## src/rtl/mbox_pkg.sv

```systemverilog
package mbox_pkg;

    // byte offsets of the register slots
    localparam int OFS_CAP      = 'h00;
    localparam int OFS_CTRL     = 'h04;
    localparam int OFS_CMD      = 'h08;
    localparam int OFS_STS      = 'h10;
    localparam int OFS_BGSTS    = 'h18;
    localparam int WINDOW_BYTES = 'h20;
    localparam int NUM_SLOTS    = WINDOW_BYTES / 8;

    // command word field layout
    localparam int CMD_LEN_LO = 16;
    localparam int CMD_LEN_W  = 20;
    localparam int CMD_KEEP_LO = CMD_LEN_LO + CMD_LEN_W;

    // status word field layout
    localparam int STS_RC_LO = 32;
    localparam int STS_RC_W  = 16;

    typedef enum logic [15:0] {
        RC_SUCCESS     = 16'h0000,
        RC_BAD_INPUT   = 16'h0002,
        RC_UNSUPPORTED = 16'h0003,
        RC_BUSY        = 16'h0006,
        RC_BAD_LENGTH  = 16'h0016
    } ret_code_e;

    typedef enum logic [2:0] {
        SQ_IDLE,
        SQ_DECODE,
        SQ_POST_STATUS,
        SQ_REWRITE_CMD,
        SQ_RELEASE
    } seq_state_e;

    // no command set has a handler: every selector maps to unsupported
    function automatic ret_code_e rc_for_set(input logic [7:0] set_sel);
        ret_code_e rc;
        case (set_sel)
            default: rc = RC_UNSUPPORTED;
        endcase
        return rc;
    endfunction

endpackage

```

## src/rtl/mbox_acc_decode.sv

```systemverilog
module mbox_acc_decode
    import mbox_pkg::*;
#(
    parameter int ADDR_W = 8
) (
    input  logic              req_valid,
    input  logic              req_write,
    input  logic [ADDR_W-1:0] req_addr,
    input  logic [3:0]        req_size,
    output logic              rd_ok,
    output logic              rd_wide,
    output logic [1:0]        rd_slot,
    output logic              rd_upper,
    output logic              wr_ctrl,
    output logic              wr_cmd
);

    localparam logic [ADDR_W-1:0] WIN_LIMIT = ADDR_W'(WINDOW_BYTES);

    logic size4, size8, in_win, legal;

    always_comb begin
        size4  = (req_size == 4'd4) && (req_addr[1:0] == 2'b00);
        size8  = (req_size == 4'd8) && (req_addr[2:0] == 3'b000);
        in_win = req_addr < WIN_LIMIT;
        legal  = req_valid && in_win && (size4 || size8);

        rd_ok    = legal && !req_write;
        rd_wide  = size8;
        rd_slot  = req_addr[4:3];
        rd_upper = req_addr[2];

        wr_ctrl = legal && req_write && size4 && (req_addr[4:2] == 3'(OFS_CTRL / 4));
        wr_cmd  = legal && req_write && size8 && (req_addr[4:3] == 2'(OFS_CMD / 8));
    end

endmodule

```

## src/rtl/mbox_seq.sv

```systemverilog
module mbox_seq
    import mbox_pkg::*;
(
    input  logic        clk,
    input  logic        rst_n,
    input  logic        doorbell,
    input  logic [7:0]  cmd_set,
    output logic [15:0] ret_code,
    output logic        post_status,
    output logic        rewrite_cmd,
    output logic        release_db
);

    seq_state_e state_q, state_d;
    ret_code_e  rc_q;

    // state register and latched return code
    always_ff @(posedge clk) begin
        if (!rst_n) begin
            state_q <= SQ_IDLE;
            rc_q    <= RC_SUCCESS;
        end else begin
            state_q <= state_d;
            if (state_q == SQ_DECODE) begin
                rc_q <= rc_for_set(cmd_set);
            end
        end
    end

    // next state and outputs
    always_comb begin
        state_d     = state_q;
        post_status = 1'b0;
        rewrite_cmd = 1'b0;
        release_db  = 1'b0;
        unique case (state_q)
            SQ_IDLE: begin
                if (doorbell) state_d = SQ_DECODE;
            end
            SQ_DECODE: begin
                state_d = SQ_POST_STATUS;
            end
            SQ_POST_STATUS: begin
                post_status = 1'b1;
                state_d     = SQ_REWRITE_CMD;
            end
            SQ_REWRITE_CMD: begin
                rewrite_cmd = 1'b1;
                state_d     = SQ_RELEASE;
            end
            SQ_RELEASE: begin
                release_db = 1'b1;
                state_d    = SQ_IDLE;
            end
            default: state_d = SQ_IDLE;
        endcase
    end

    assign ret_code = rc_q;

endmodule

```

## src/rtl/mbox_regblk.sv

```systemverilog
module mbox_regblk
    import mbox_pkg::*;
#(
    parameter int ADDR_W      = 8,
    parameter int PAYLOAD_EXP = 11,
    parameter int OUT_LEN     = 0
) (
    input  logic              clk,
    input  logic              rst_n,
    input  logic              req_valid,
    input  logic              req_write,
    input  logic [ADDR_W-1:0] req_addr,
    input  logic [3:0]        req_size,
    input  logic [63:0]       req_wdata,
    output logic [63:0]       rsp_rdata
);

    localparam logic [31:0] CAP_WORD = 32'(PAYLOAD_EXP & 'h1F);

    logic        db_q;
    logic [63:0] cmd_q;
    logic [63:0] sts_q;

    logic        rd_ok, rd_wide, rd_upper, wr_ctrl, wr_cmd;
    logic [1:0]  rd_slot;
    logic [15:0] ret_code;
    logic        post_status, rewrite_cmd, release_db;

    mbox_acc_decode #(.ADDR_W(ADDR_W)) u_dec (
        .req_valid (req_valid),
        .req_write (req_write),
        .req_addr  (req_addr),
        .req_size  (req_size),
        .rd_ok     (rd_ok),
        .rd_wide   (rd_wide),
        .rd_slot   (rd_slot),
        .rd_upper  (rd_upper),
        .wr_ctrl   (wr_ctrl),
        .wr_cmd    (wr_cmd)
    );

    mbox_seq u_seq (
        .clk         (clk),
        .rst_n       (rst_n),
        .doorbell    (db_q),
        .cmd_set     (cmd_q[15:8]),
        .ret_code    (ret_code),
        .post_status (post_status),
        .rewrite_cmd (rewrite_cmd),
        .release_db  (release_db)
    );

    // doorbell: host may only set it, the sequencer clears it
    always_ff @(posedge clk) begin
        if (!rst_n) begin
            db_q <= 1'b0;
        end else if (release_db) begin
            db_q <= 1'b0;
        end else if (wr_ctrl && req_wdata[0]) begin
            db_q <= 1'b1;
        end
    end

    // command word: host load only while idle, sequencer rewrite on completion
    always_ff @(posedge clk) begin
        if (!rst_n) begin
            cmd_q <= '0;
        end else if (rewrite_cmd) begin
            cmd_q <= {cmd_q[63:CMD_KEEP_LO], CMD_LEN_W'(OUT_LEN), 16'h0000};
        end else if (wr_cmd && !db_q) begin
            cmd_q <= req_wdata;
        end
    end

    // status word: sequencer only
    always_ff @(posedge clk) begin
        if (!rst_n) begin
            sts_q <= '0;
        end else if (post_status) begin
            sts_q <= 64'(ret_code) << STS_RC_LO;
        end
    end

    // read path: one 64-bit image per slot
    logic [63:0] slot_img [NUM_SLOTS];
    logic [63:0] sel_img;

    generate
        for (genvar s = 0; s < NUM_SLOTS; s++) begin : g_slot
            if (s == OFS_CAP / 8) begin : g_capctl
                assign slot_img[s] = {31'b0, db_q, CAP_WORD};
            end else if (s == OFS_CMD / 8) begin : g_cmd
                assign slot_img[s] = cmd_q;
            end else if (s == OFS_STS / 8) begin : g_sts
                assign slot_img[s] = sts_q;
            end else begin : g_zero
                assign slot_img[s] = '0;
            end
        end
    endgenerate

    always_comb begin
        sel_img = slot_img[rd_slot];
        if (!rd_ok) begin
            rsp_rdata = '0;
        end else if (rd_wide) begin
            rsp_rdata = sel_img;
        end else begin
            rsp_rdata = {32'b0, rd_upper ? sel_img[63:32] : sel_img[31:0]};
        end
    end

endmodule

```

## config.mk

```make
export PLATFORM = sky130hd
export DESIGN_NAME = mbox_regblk
export DESIGN_NICKNAME = d
export VERILOG_FILES = /design/src/rtl/mbox_pkg.sv /design/src/rtl/mbox_acc_decode.sv /design/src/rtl/mbox_seq.sv /design/src/rtl/mbox_regblk.sv
export SDC_FILE = /design/constraint.sdc
export NUM_CORES = 1
export LEC_CHECK = 0
export ABC_AREA = 0
export ABC_CLOCK_PERIOD_IN_PS = 4000
export BUFFER_PORTS_ARGS = -buffer_cell sky130_fd_sc_hd__buf_2
export CORE_ASPECT_RATIO = 0.5
export CORE_MARGIN = 2
export CORE_UTILIZATION = 52
export CTS_BUF_LIST = sky130_fd_sc_hd__clkbuf_4 sky130_fd_sc_hd__clkbuf_8 sky130_fd_sc_hd__clkbuf_16
export DETAILED_ROUTE_END_ITERATION = 7
export PLACE_DENSITY = 0.91
export SYNTH_ARGS = -nofsm -noshare
export SYNTH_HDL_FRONTEND = slang
export SYNTH_SLANG_ARGS = --single-unit
```

## constraint.sdc

```tcl
create_clock -name clk -period 4 [get_ports clk]
set_clock_uncertainty 0.05 [all_clocks]
set_input_delay 0.8 -clock clk [delete_from_list [all_inputs] [get_ports clk]]
set_output_delay 0.8 -clock clk [all_outputs]
set_load 0.02 [all_outputs]
```

==> run_results.csv <==
group,metric,value,unit
status,status,"complete, no violations",
drt,first_pass_iters,5,
synthesis,yosys.area.top_type,"dfxtp_1",
synthesis,synthFlopType,"dfxtp_1",
sta,max_freq,0.2751,GHz
setup_path,crit_chain,"buf_2 -> or4b_4 -> or2_1 -> a2111o_1 -> buf_4 -> nor2_1 -> buf_2",
setup_path,path_class,"in -> out",
synthesis,synth_nets,521,
clock_network,clk_latency,0.33,ns
drt,drc,0,
floorplan,die_x,120.6,µm
power,ir_drop,0.0002288,V
grt,antenna_found_initial,0,
layout,area_delta_synth_final,27.95,%
grt,grt_pass1_wl,15770,µm
grt,grt.overflow.total,0,
drt,wl,10170,µm
floorplan,coreArea,6621,µm²
floorplan,io_pins,144,
layout,fin_nets,645,
sta,hold_viol_final,0,
sta,tightest_slew,1.092,ns
placement,place_ws,0.4239,ns
setup_path,startpoint_type,"input port",
clock_network,path_clk_slew,0.05,ns
synthesis,ys_warn_count,0,
synthesis,synth-edff-count,0,
synthesis,synthesis.instances,441,
synthesis,ys_ff_latch,70,
hold_path,worstHoldPathType,"reg -> reg",
sta,max_slew_margin,27.19,%
synthesis,synth_most_common_cell,"nand2_1",
sta,setup_viol,0,
clock_network,cts_setup_buffers,0,
sta,slew_violations,0,
power,power.density,361.2,nW/µm²
sta,rsz0062_at_grt,"false",
synthesis,syn_avg_cell_area,8.018,µm²
layout,antenna_cells,0,
layout,multiInputGateArea,1897,µm²
synthesis,synthTopCellsByCount,"76 x nand2_1, 70 x dfxtp_1, 39 x a21oi_1, 36 x nor2_1",
clock_network,ctsHoldBuffers,0,
setup_path,cp_max_fo,29,
floorplan,core.rowCount,21,
layout,layout-drive-gt1-share,30.18,%
floorplan,dieArea,7516,µm²
synthesis,ys_async_sr_fraction,0,%
grt,grt_pass1_vias,3274,
drt,vias,3662,
layout,n_fill_cell,553,
grt,track_usage,26.25,%
floorplan,die_h,62.31,µm
setup_path,required,3.15,ns
setup_path,arrival,2.78,ns
run,maxCapViolCount,0,
clock_network,ctsResizeCount,0,
clock_network,numCtsBuffers,9,
power,p_leak,0.001921,µW
drt,ant_nets,0,
placement,io_buffers,143,
clock_network,cts_root_buffer,"clkbuf_16",
sta,fin_setup_tns,0,ns
sta,fin_crit,3.634,ns
clock_network,cts_buffer_depth,2,
drt,drt_iter0_drc,337,
grt,grt_max_degree,65,
clock_network,tritoncts,"done",
setup_path,endpoint_kind,"primary output",
synthesis,seq_area_frac_synth,39.63,%
drt,wl_per_cell,15.36,µm
sta,finalCritPeriodShare,90.86,%
setup_path,path_common_cell,"buf_2",
clock_network,clock-sinks,70,
synthesis,synth.distinct_cells,39,
floorplan,start_util,53.40,%
layout,register_area,1401,µm²
drt,vias_per_cell,5.532,
synthesis,synthTopCellsByArea,"dfxtp_1 40%, mux2i_1 8.8%, nand2_1 8.1%, a21oi_1 5.5%, and2_1 5.5%",
setup_path,cp_slowest_stage_delay,0.56,ns
placement,post-dp-hpwl,6590,µm
sta,worst_slack,0.3655,ns
synthesis,yosysTopAreaCellShare,39.63,%
clock_network,htree_levels,3,
placement,place.gp.congestion,0.8991,
synthesis,syn_area,3536,µm²
setup_path,cp_slowest_cell,"or4b_4",
==> state kept, by name, summed over array words and instances, names as in the netlist <==
name / flops
cmd_q: 64
u_seq.state_q: 3
db_q: 1
sts_q: 1
u_seq.ret_code: 1
==> where the power goes <==
group | internal (µW) | total (µW) | switching (µW)
combinational | 43.0 | 82.8 | 39.8
clock | 560 | 854 | 294
sequential | 697 | 697 | 0.0296
==> cells in the final DEF, fill, tap and decap left out, drive strengths merged, types with 3 or more instances in the layout <==
cell,synthesis,layout
a21boi,28,28
a21oi,39,39
and2,31,31
buf,20,151
clkbuf,18,10
dfxtp,70,70
inv,3,3
mux2i,31,31
nand2,76,76
nand2b,3,3
nand3,28,28
nor2,36,36
nor2b,3,3
nor4,3,3
o21ai,28,28
==> worst paths after layout <==
path	from	end	slack [ns]	cells after the start
hold reg to reg	cmd_q[15]	cmd_q[15]	0.40	2
setup reg to reg	db_q	cmd_q[52]	1.95	5
setup / recovery	req_addr[6]	rsp_rdata[6]	0.37	7
hold / removal	cmd_q[15]	cmd_q[15]	0.40	2
==> area by class of cell <==
cell class | count | share of cell area (%)
Inverter | 3 | 0.2489
Clock inverter | 6 | 1.881
Timing Repair Buffer | 151 | 17.15
Clock buffer | 10 | 5.282
Multi-Input combinational cell | 330 | 41.92
Tap cell | 92 | 2.544
Sequential cell | 70 | 30.97
==> per-stage QoR <==
step	cells	hold WS (ns)	power (µW)	util [%]	cell area (µm²)
floorplan	441	0.3812	748.6	-	3536
global placement	646	0.3886	794.6	63.44	4200
detailed placement	646	0.3943	794.4	63.44	4200
CTS	662	0.4017	1639	68.33	4524
global route	662	0.4154	1672	68.33	4524
finish	662	0.4035	1634	68.33	4524
==> routing by layer <==
layer | GRT usage, % | vias up | routed length (µm)
met3 | 7.261 | 46 | 713
li1 | - | 1743 | -
met4 | 11.19 | 0 | 388
met2 | 39.48 | 198 | 4617
met1 | 35.40 | 1675 | 4449
met5 | 0 | - | 0
==> worst max-delay path: cells and delay by family <==
family / cells / cell delay, ns
and+or+nand+nor: 3 / 1.10
buffers and inverters: 3 / 0.54
AOI/OAI and AO/OA: 1 / 0.32
==> cell families (layout without fill, tap and decap cells) <==
family | count (synthesis) | in the layout | share of synthesized area, %
buf+inv | 41 | 170 | 7.006
compound gates | 104 | 104 | 17.48
simple gates | 194 | 194 | 26.86
mux | 31 | 31 | 8.776
xor+xnor | 1 | 1 | 0.2477
flops | 70 | 70 | 39.63
Note: power is estimated with default switching activity, not from simulation.
